[src/rtl/itc_cell_pkg.sv]
package itc_cell_pkg;
  typedef enum logic [1:0] {
    VIEW_SYNC   = 2'b00,
    VIEW_TRY    = 2'b01,
    VIEW_BYPASS = 2'b10,
    VIEW_CTRL   = 2'b11
  } view_e;
endpackage

[src/rtl/itc_cell_store.sv]
module itc_cell_store #(
  parameter int DATA_W = 64,
  parameter int DEPTH  = 4
) (
  input  logic              clk,
  input  logic              rst,
  input  logic              do_pop,
  input  logic              do_push,
  input  logic              do_over,
  input  logic              do_flush,
  input  logic [DATA_W-1:0] wdata,
  output logic [DATA_W-1:0] head_data,
  output logic              empty,
  output logic              full
);
  localparam int PTR_W = (DEPTH > 1) ? $clog2(DEPTH) : 1;
  localparam int CNT_W = $clog2(DEPTH + 1);
  localparam logic [PTR_W-1:0] LAST = PTR_W'(DEPTH - 1);
  localparam logic [CNT_W-1:0] CMAX = CNT_W'(DEPTH);

  logic [DATA_W-1:0] mem [DEPTH];
  logic [PTR_W-1:0]  wr_ptr, rd_ptr, newest, wa;
  logic [CNT_W-1:0]  count;
  logic              we;

  assign newest    = (wr_ptr == '0) ? LAST : wr_ptr - 1'b1;
  assign wa        = do_push ? wr_ptr : newest;
  assign we        = do_push | do_over;
  assign head_data = mem[rd_ptr];
  assign empty     = (count == '0);
  assign full      = (count == CMAX);

  // Single write port so the array maps onto distributed RAM.
  always_ff @(posedge clk) begin
    if (we) mem[wa] <= wdata;
  end

  always_ff @(posedge clk) begin
    if (rst || do_flush) begin
      wr_ptr <= '0;
      rd_ptr <= '0;
      count  <= '0;
    end else if (do_push) begin
      wr_ptr <= (wr_ptr == LAST) ? '0 : wr_ptr + 1'b1;
      count  <= count + 1'b1;
    end else if (do_pop) begin
      rd_ptr <= (rd_ptr == LAST) ? '0 : rd_ptr + 1'b1;
      count  <= count - 1'b1;
    end
  end

  assert_no_overflow_R3: assert property (@(posedge clk) disable iff (rst)
    count <= CMAX);
  assert_pop_has_data_R2: assert property (@(posedge clk) disable iff (rst)
    do_pop |-> !empty);
  assert_bypass_keeps_count_R7: assert property (@(posedge clk) disable iff (rst)
    do_over |=> count == $past(count));
endmodule

[src/rtl/itc_cell_ctrl.sv]
module itc_cell_ctrl
  import itc_cell_pkg::*;
#(
  parameter int THREADS = 4,
  localparam int TID_W  = (THREADS > 1) ? $clog2(THREADS) : 1
) (
  input  logic               clk,
  input  logic               rst,
  input  logic               ld_valid,
  input  logic [1:0]         ld_view,
  input  logic [TID_W-1:0]   ld_tid,
  input  logic               st_valid,
  input  logic [1:0]         st_view,
  input  logic [TID_W-1:0]   st_tid,
  input  logic               st_flush_bit,
  input  logic               empty,
  input  logic               full,
  output logic               ld_ready,
  output logic               st_ready,
  output logic               do_pop,
  output logic               do_push,
  output logic               do_over,
  output logic               do_flush,
  output logic [THREADS-1:0] blocked
);
  view_e lv, sv;
  logic  ld_stall, st_stall, ld_ok, st_ok;
  logic [THREADS-1:0] blk_nxt;

  assign lv = view_e'(ld_view);
  assign sv = view_e'(st_view);

  assign ld_stall = ld_valid && (lv == VIEW_SYNC) && empty;
  assign st_stall = st_valid && (sv == VIEW_SYNC) && full;
  assign ld_ok    = ld_valid && !ld_stall;
  assign st_ok    = st_valid && !st_stall;

  // Load has priority; a stalled load never holds back the store.
  assign ld_ready = ld_ok;
  assign st_ready = st_ok && !ld_ok;

  assign do_pop   = ld_ok && ((lv == VIEW_SYNC) || (lv == VIEW_TRY)) && !empty;
  assign do_push  = st_ready && ((sv == VIEW_SYNC) || ((sv == VIEW_TRY) && !full));
  assign do_over  = st_ready && (sv == VIEW_BYPASS) && !empty;
  assign do_flush = st_ready && (sv == VIEW_CTRL) && st_flush_bit;

  always_comb begin
    blk_nxt = blocked;
    if (ld_stall) blk_nxt[ld_tid] = 1'b1;
    if (st_stall) blk_nxt[st_tid] = 1'b1;
    if (ld_ready) blk_nxt[ld_tid] = 1'b0;
    if (st_ready) blk_nxt[st_tid] = 1'b0;
  end

  always_ff @(posedge clk) begin
    if (rst) blocked <= '0;
    else     blocked <= blk_nxt;
  end

  assert_stall_marks_thread_R5: assert property (@(posedge clk) disable iff (rst)
    ld_stall |=> blocked[$past(ld_tid)]);
  assert_single_op_R10: assert property (@(posedge clk) disable iff (rst)
    !(do_pop && do_push));
endmodule

[src/rtl/itc_fifo_cell.sv]
module itc_fifo_cell
  import itc_cell_pkg::*;
#(
  parameter int DATA_W  = 64,
  parameter int DEPTH   = 4,
  parameter int THREADS = 4,
  localparam int TID_W  = (THREADS > 1) ? $clog2(THREADS) : 1
) (
  input  logic               clk,
  input  logic               rst,
  input  logic               ld_valid,
  output logic               ld_ready,
  input  logic [1:0]         ld_view,
  input  logic [TID_W-1:0]   ld_tid,
  output logic               ld_rvalid,
  output logic [DATA_W-1:0]  ld_rdata,
  input  logic               st_valid,
  output logic               st_ready,
  input  logic [1:0]         st_view,
  input  logic [TID_W-1:0]   st_tid,
  input  logic [DATA_W-1:0]  st_wdata,
  output logic               tag_empty,
  output logic               tag_full,
  output logic [THREADS-1:0] blocked_map
);
  logic do_pop, do_push, do_over, do_flush;
  logic [DATA_W-1:0] head_data, tag_word;

  itc_cell_store #(.DATA_W(DATA_W), .DEPTH(DEPTH)) u_store (
    .clk(clk), .rst(rst),
    .do_pop(do_pop), .do_push(do_push), .do_over(do_over), .do_flush(do_flush),
    .wdata(st_wdata), .head_data(head_data),
    .empty(tag_empty), .full(tag_full)
  );

  itc_cell_ctrl #(.THREADS(THREADS)) u_ctrl (
    .clk(clk), .rst(rst),
    .ld_valid(ld_valid), .ld_view(ld_view), .ld_tid(ld_tid),
    .st_valid(st_valid), .st_view(st_view), .st_tid(st_tid),
    .st_flush_bit(st_wdata[0]),
    .empty(tag_empty), .full(tag_full),
    .ld_ready(ld_ready), .st_ready(st_ready),
    .do_pop(do_pop), .do_push(do_push), .do_over(do_over), .do_flush(do_flush),
    .blocked(blocked_map)
  );

  always_comb begin
    tag_word      = '0;
    tag_word[2:0] = {1'b1, tag_full, tag_empty};
  end

  always_ff @(posedge clk) begin
    if (rst) begin
      ld_rvalid <= 1'b0;
      ld_rdata  <= '0;
    end else begin
      ld_rvalid <= ld_ready;
      if (ld_ready) begin
        if (view_e'(ld_view) == VIEW_CTRL) ld_rdata <= tag_word;
        else if (tag_empty)               ld_rdata <= '0;
        else                               ld_rdata <= head_data;
      end
    end
  end

  assert_reset_state_R1: assert property (@(posedge clk)
    rst |=> tag_empty && !tag_full && (blocked_map == '0) && !ld_rvalid);
  assert_sync_load_waits_R4: assert property (@(posedge clk) disable iff (rst)
    (ld_valid && ld_ready && view_e'(ld_view) == VIEW_SYNC) |-> !tag_empty);
  assert_sync_store_waits_R4: assert property (@(posedge clk) disable iff (rst)
    (st_valid && st_ready && view_e'(st_view) == VIEW_SYNC) |-> !tag_full);
  assert_tags_exclusive_R3: assert property (@(posedge clk) disable iff (rst)
    !(tag_empty && tag_full));
  assert_data_follows_load_R2: assert property (@(posedge clk) disable iff (rst)
    (ld_valid && ld_ready) |=> ld_rvalid);
endmodule

[config.mk]
export PLATFORM = sky130hd
export DESIGN_NAME = itc_fifo_cell
export DESIGN_NICKNAME = d
export VERILOG_FILES = /design/src/rtl/itc_cell_pkg.sv /design/src/rtl/itc_cell_store.sv /design/src/rtl/itc_cell_ctrl.sv /design/src/rtl/itc_fifo_cell.sv
export SDC_FILE = /design/constraint.sdc
export NUM_CORES = 1
export LEC_CHECK = 0
export CORE_ASPECT_RATIO = 1.75
export CORE_MARGIN = 5
export CORE_UTILIZATION = 24
export CTS_CLUSTER_DIAMETER = 200
export DETAILED_ROUTE_END_ITERATION = 12
export PLACE_DENSITY_LB_ADDON = 0.12
export SLEW_MARGIN = 20
export SYNTH_ARGS = -nofsm -noshare
export SYNTH_HDL_FRONTEND = slang
export SYNTH_SLANG_ARGS = --single-unit
[constraint.sdc]
create_clock -name clk -period 8.35 [get_ports clk]
set_input_delay 1.67 -clock clk [delete_from_list [all_inputs] [get_ports clk]]
set_output_delay 1.67 -clock clk [all_outputs]
set_load 0.02 [all_outputs]
==> out/metrics.csv, run 1 <==
metric,value,unit
p_int,3.04,mW
grt_first_pass_wirelength,47700,um
clockBufferDepth,3,
drc,0,
ys_types,49,
period_needed,6020,ps
setup_violations,0,
root_buffer,clkbuf_16,
synthArstFlopShare,0,%
cts_tree,yes,
skew,16.7,ps
first_iter_violations,369,
reg2reg_setup_slack,4340,ps
vias_per_cell,4.37,
p_leak,4.89,nW
powerDensity,246,nW/um^2
start_kind,input port,
combinationalPowerShare,8.4,%
io_buffer_count,148,
yosys.area_share.simple,4.51,%
fin_area,15800,um^2
worstSetupPathType,in -> out,
diodes,0,
fin_crit_sh,72.1,%
die_area,55800,um^2
cts_setup_buffers,0,
postRouteAntennaNets,0,
p_sw,0.848,mW
cts_hold_buf,0,
netlist_top_cells_area,"edfxtp_1 63%, dfxtp_1 13%, mux4_2 12%, a22oi_1 3.7%, nor2_1 2.2%",
clockPowerShare,43.4,%
synth_top_family_by_area,multiplexers,
numCtsBuffers,34,
cts_resized,0,
grt_use_total,11.3,%
initial_core_util,24.3,%
hold_viol,0,
drive_above_1_share,16.8,%
min_from,ld_rdata[2],
r2r_start,u_store.count[0],
syn_nets,747,
antenna_found_initial,1,
clock_sinks,334,
overflow,0,
holdPathEnd,ld_rdata[2],
hold_path.class,reg -> reg,
die_h,309,um
ir_worst_vdd,100,uV
core_area,50500,um^2
timing.setup.tns,0,ps
placedInstanceArea,14600,um^2
rsz0062_at_grt,no,
dr.pass1.iters,4,
switching_share,21.8,%
drt-wirelength-per-cell,21.1,um
path_clk_slew,60,ps
synth_seq_cells,334,
io_pins,149,
nets,903,
vias,6622,
grt_max_degree,71,
yosys.area.top_type,edfxtp_1,
netlist_area,12200,um^2
drv_cap,0,
muxShareOfSynthArea,11.9,%
worstSetupEndpointType,primary output,
worstMarginPinSlew,1040,ps
slew_headroom,30.4,%
synth-xor-area-share,0,%
chipWidth,181,um
synth_fa_ha_area_share,0.470,%
cp.required,6680,ps
row_count,109,
synth-edff-count,256,
yosysSeqAreaShare,75.6,%
synth_compound_area_share,6.05,%
netlist_instances,667,
h-tree-depth,2,
drt-total-wl,32000,um
finalMaxSlewViolations,0,
path_max_fanout,50,
ys.warnings.count,0,
fmax,166,MHz
reg2reg_depth,6,
syn2layout_area_growth,29.2,%
rr_endpoint,u_store.mem[1][25],
synth_top_area_share,62.8,%
grt_pass1_vias,7115,
dp_hpwl,19900,um
final_util,31.3,%
synth_flop_cell,edfxtp_1,
status,"complete, no violations",
syn_avg_cell_area,18.3,um^2
gp_congestion,0.694,
whs,497,ps
clock_latency,520,ps
pwr-share-seq,48.2,%
whs_path_depth,2,
arrival,4350,ps
-- cell usage in the layout, fill, tap and decap left out, drive strengths merged, types with 2 or more instances in the layout --
master | netlist | routed
and2 | 3 | 3
a221oi | 4 | 4
a2111oi | 3 | 3
a31o | 2 | 2
bufinv | 0 | 7
nand2b | 3 | 3
inv | 5 | 6
nand4 | 4 | 4
ha | 3 | 3
o221ai | 2 | 2
dfxtp | 78 | 78
nor2b | 4 | 4
and3 | 3 | 3
buf | 11 | 15
o21ai | 4 | 4
nor4b | 3 | 3
clkinv | 0 | 6
nor2 | 73 | 73
clkbuf | 31 | 47
edfxtp | 256 | 256
nor4 | 2 | 2
or3 | 2 | 2
a311oi | 3 | 3
mux4 | 64 | 64
nand3 | 8 | 8
a22oi | 61 | 61
clkdlybuf4s50 | 0 | 147
nand2 | 5 | 5
a21oi | 10 | 10
nor3 | 5 | 5
o31ai | 2 | 2
-- logic make-up (layout without fill, tap and decap cells) --
group	Yosys count	after routing
AND/OR/NAND/NOR	119	119
AO/OA/AOI/OAI	98	98
adder cells (fa/ha/maj)	4	4
flip-flops	334	334
buffers and inverters	47	229
multiplexers	65	65
-- stage by stage --
step | std cells | setup slack [ps] | total power, mW
6_report | 1515 | 2330 | 3.88
4_1_cts | 1515 | 2280 | 3.96
3_3_place_gp | 1452 | 2320 | 2.25
3_5_place_dp | 1453 | 2290 | 2.25
2_1_floorplan | 667 | 1900 | 2.08
5_1_grt | 1515 | 2180 | 4.05
-- how the worst max path moves through the flow --
stage | start | end | slack (ps) | cells after the start
3_5_place_dp | ld_view[1] | st_ready | 2290 | 5
6_report | ld_view[1] | st_ready | 2330 | 5
4_1_cts | ld_view[1] | st_ready | 2280 | 5
3_3_place_gp | ld_view[1] | st_ready | 2320 | 5
2_1_floorplan | ld_view[0] | u_store.mem[1][0] | 1900 | 7
5_1_grt | ld_view[1] | st_ready | 2180 | 5
-- layer usage --
layer | vias up | share of wire, % | global-route usage [%]
li1 | 3004 | - | -
met1 | 3405 | 40 | 13.3
met2 | 165 | 54 | 20.8
met3 | 46 | 4.2 | 2.16
met4 | 2 | 2.7 | 3.82
met5 | - | 0.041 | 0
-- final cells by class --
cell class	count	area [um^2]
fillers	4949	34600
clock inverters	15	251
flip-flops and latches	334	9260
repair buffers	162	1610
multi-input cells	286	2860
clock buffers	47	993
inverters	5	18.8
well taps	666	833
-- power groups by stage --
stage | logic (mW) | clock network [mW] | registers, mW
2_1_floorplan | 0.156 | 0 | 1.92
3_3_place_gp | 0.337 | 0 | 1.91
3_5_place_dp | 0.338 | 0 | 1.91
4_1_cts | 0.339 | 1.75 | 1.87
5_1_grt | 0.358 | 1.82 | 1.88
6_report | 0.326 | 1.69 | 1.87
-- state kept, by name, indices dropped and copies added, names as in the netlist, named ones only --
name and flops:
u_store.wr_ptr 2, u_ctrl.blocked 4, u_store.count 3, u_store.rd_ptr 2, ld_rvalid 1, u_store.mem 256
ld_rdata 64
-- worst max-delay path: stages --
cell and delay (ps):
clkdlybuf4s50_1 720, o31ai_4 370, buf_4 550, and3_1 390
clkdlybuf4s50_1 640
-- Yosys cell counts, drive strengths merged, types with 2 or more instances --
library cell / n
clkbuf: 31
mux4: 64
edfxtp: 256
nand4: 4
o221ai: 2
a21oi: 10
nor2: 73
nor4b: 3
buf: 11
and3: 3
a22oi: 61
ha: 3
inv: 5
a2111oi: 3
o31ai: 2
nor3: 5
a31o: 2
and2: 3
nor2b: 4
nand3: 8
o21ai: 4
nor4: 2
nand2b: 3
dfxtp: 78
a311oi: 3
nand2: 5
a221oi: 4
or3: 2
Note: power is estimated with default switching activity, not from simulation.
==> run 2, diff against run 1 <==
==> constraint.sdc (replaced) <==
create_clock -name clk -period 4.8 [get_ports clk]
set_input_delay 0.96 -clock clk [delete_from_list [all_inputs] [get_ports clk]]
set_output_delay 0.96 -clock clk [all_outputs]
set_load 0.02 [all_outputs]
==> out/metrics.csv, run 2 (same netlist as run 1, synthesis figures left out) <==
metric,value,unit,change
root_buffer,clkbuf_16,,unchanged
holdPathEnd,ld_rdata[2],,unchanged
r2r_start,u_store.count[0],,unchanged
clock_latency,510,ps,was 520 ps
antenna_found_initial,1,,unchanged
numCtsBuffers,34,,unchanged
path_max_fanout,7,,was 50
setup_violations,0,,unchanged
reg.largest.list,"u_store.mem x256, ld_rdata x64, u_ctrl.blocked x4",,unchanged
cp.required,3840,ps,was 6680 ps
top_register,u_store.mem,,unchanged
drv_cap,0,,unchanged
min_from,ld_rdata[2],,unchanged
dr.pass1.iters,5,,was 4
grt_pass1_vias,7200,,"was 7,115"
cts_tree,yes,,unchanged
gp_congestion,0.682,,was 0.694
path_clk_slew,60,ps,about the same
die_h,309,um,unchanged
setup_ws,970,ps,was 2330 ps
rr_endpoint,u_store.mem[0][52],,was u_store.mem[1][25]
drc,0,,unchanged
fin_crit_sh,79.8,%,
place_ws,843,ps,was 2290 ps
drt-met1-wl,12000,um,"was 12,600 um"
wl_met2,17100,um,about the same
crit_top_cell,clkdlybuf4s50_1,,unchanged
most-common-layout-cells,"256 x edfxtp_1, 147 x clkdlybuf4s50_1, 76 x dfxtp_1, 73 x nor2_1, 64 x mux4_2",,unchanged
clockBufferDepth,3,,unchanged
highest_layer,met5,,unchanged
grt_use_total,11.1,%,was 11.3%
grt_max_degree,71,,unchanged
whs,498,ps,was 497 ps
clock_sinks,334,,unchanged
largest_register_ffs,256,,unchanged
rsz0062_at_grt,no,,unchanged
hold_path.class,reg -> reg,,unchanged
io_pins,149,,unchanged
arrival,2870,ps,was 4350 ps
io_buffer_count,148,,unchanged
cts_setup_buffers,0,,unchanged
cts_hold_buf,0,,unchanged
overflow,0,,unchanged
first_iter_violations,415,,was 369
reg2reg_depth,6,,unchanged
status,"complete, no violations",,unchanged
path_cells,clkdlybuf4s50_1 -> o31ai_4 -> and3_1 -> clkdlybuf4s50_1,,was clkdlybuf4s50_1 -> o31ai_4 -> buf_4 -> and3_1 -> clkdlybuf4s50_1
die_area,55800,um^2,unchanged
vias_per_cell,4.38,,was 4.37
grt_first_pass_wirelength,46800,um,"was 47,700 um"
core_area,50500,um^2,unchanged
worstSetupEndpointType,primary output,,unchanged
crit_slowest_cell,clkdlybuf4s50_1,,unchanged
drt-wirelength-per-cell,20.7,um,was 21.1 um
fmax,261,MHz,
h-tree-depth,2,,unchanged
syn2layout_area_growth,28.8,%,was 29.2%
postRouteAntennaNets,0,,unchanged
hold_viol,0,,unchanged
worstMarginPinSlew,875,ps,was 1040 ps
row_count,109,,unchanged
period_needed,3830,ps,
nets,907,,was 903
dp_hpwl,20000,um,"was 19,900 um"
final_common_cell,edfxtp_1,,unchanged
vias,6652,,"was 6,622"
wl_met3,1520,um,was 1350 um
ir_worst_vdd,203,uV,was 100 uV
drt-total-wl,31500,um,"was 32,000 um"
drive_above_1_share,17.0,%,was 16.8%
p_leak,4.86,nW,was 4.89 nW
whs_path_depth,2,,unchanged
initial_core_util,24.3,%,unchanged
reg2reg_setup_slack,1630,ps,was 4340 ps
chipWidth,181,um,unchanged
skew,22.6,ps,was 16.7 ps
powerDensity,409,nW/um^2,was 246 nW/um^2
finalMaxSlewViolations,0,,unchanged
cts_resized,0,,unchanged
slew_headroom,41.6,%,was 30.4%
worstSetupPathType,in -> out,,unchanged
diodes,0,,unchanged
start_kind,input port,,unchanged
nFillCells,4985,,"was 4,949"
max_stage_delay,640,ps,was 720 ps
## run 2: critical path: cells and delay by family
family	cells	cell delay [ps]
compound gates	1	360
simple gates	1	310
buf+inv	2	1240
## run 2: layout make-up
type                    instances  area, um^2  area share (%)
clock buffers                  45         966            6.13
clock inverters                17         141           0.897
inverters                       5        18.8           0.119
multi-input cells             286        2860            18.1
flip-flops and latches        334        9260            58.7
well taps                     666         833            5.29
repair buffers                166        1690            10.7
## run 2: metrics by stage
step	instance area [um^2]	util (%)	std cells	TNS, ps	power [mW]
after global placement	14700	29.0	1457	0	3.92
after detailed placement	14700	29.0	1457	0	3.92
after global routing	15800	31.2	1519	0	6.74
after floorplan	12200	-	667	-94170	3.62
after CTS	15800	31.2	1519	0	6.59
final	15800	31.2	1519	0	6.45
## run 2: how the worst max path moves through the flow
stage | endpoint | start | slack [ps]
after detailed placement | u_store.mem[0][56] | ld_view[0] | 840
after floorplan | u_store.mem[0][0] | ld_view[0] | -740
final | st_ready | ld_view[0] | 970
after global routing | st_ready | ld_view[0] | 850
after CTS | st_ready | ld_view[0] | 950
after global placement | u_store.mem[0][56] | ld_view[0] | 890
## run 2: report_power, final
| part | internal [mW] | leakage (nW) | switching [mW] |
|---|---|---|---|
| sequential | 3.20 | 2.95 | 0.0592 |
| combinational | 0.256 | 1.37 | 0.314 |
| clock | 1.53 | 0.540 | 1.09 |
## run 2: routing by layer
layer,vias to the layer above,track usage [%]
li1,3019,-
met1,3425,12.4
met2,164,20.7
met3,42,2.31
met4,2,3.85
met5,-,0
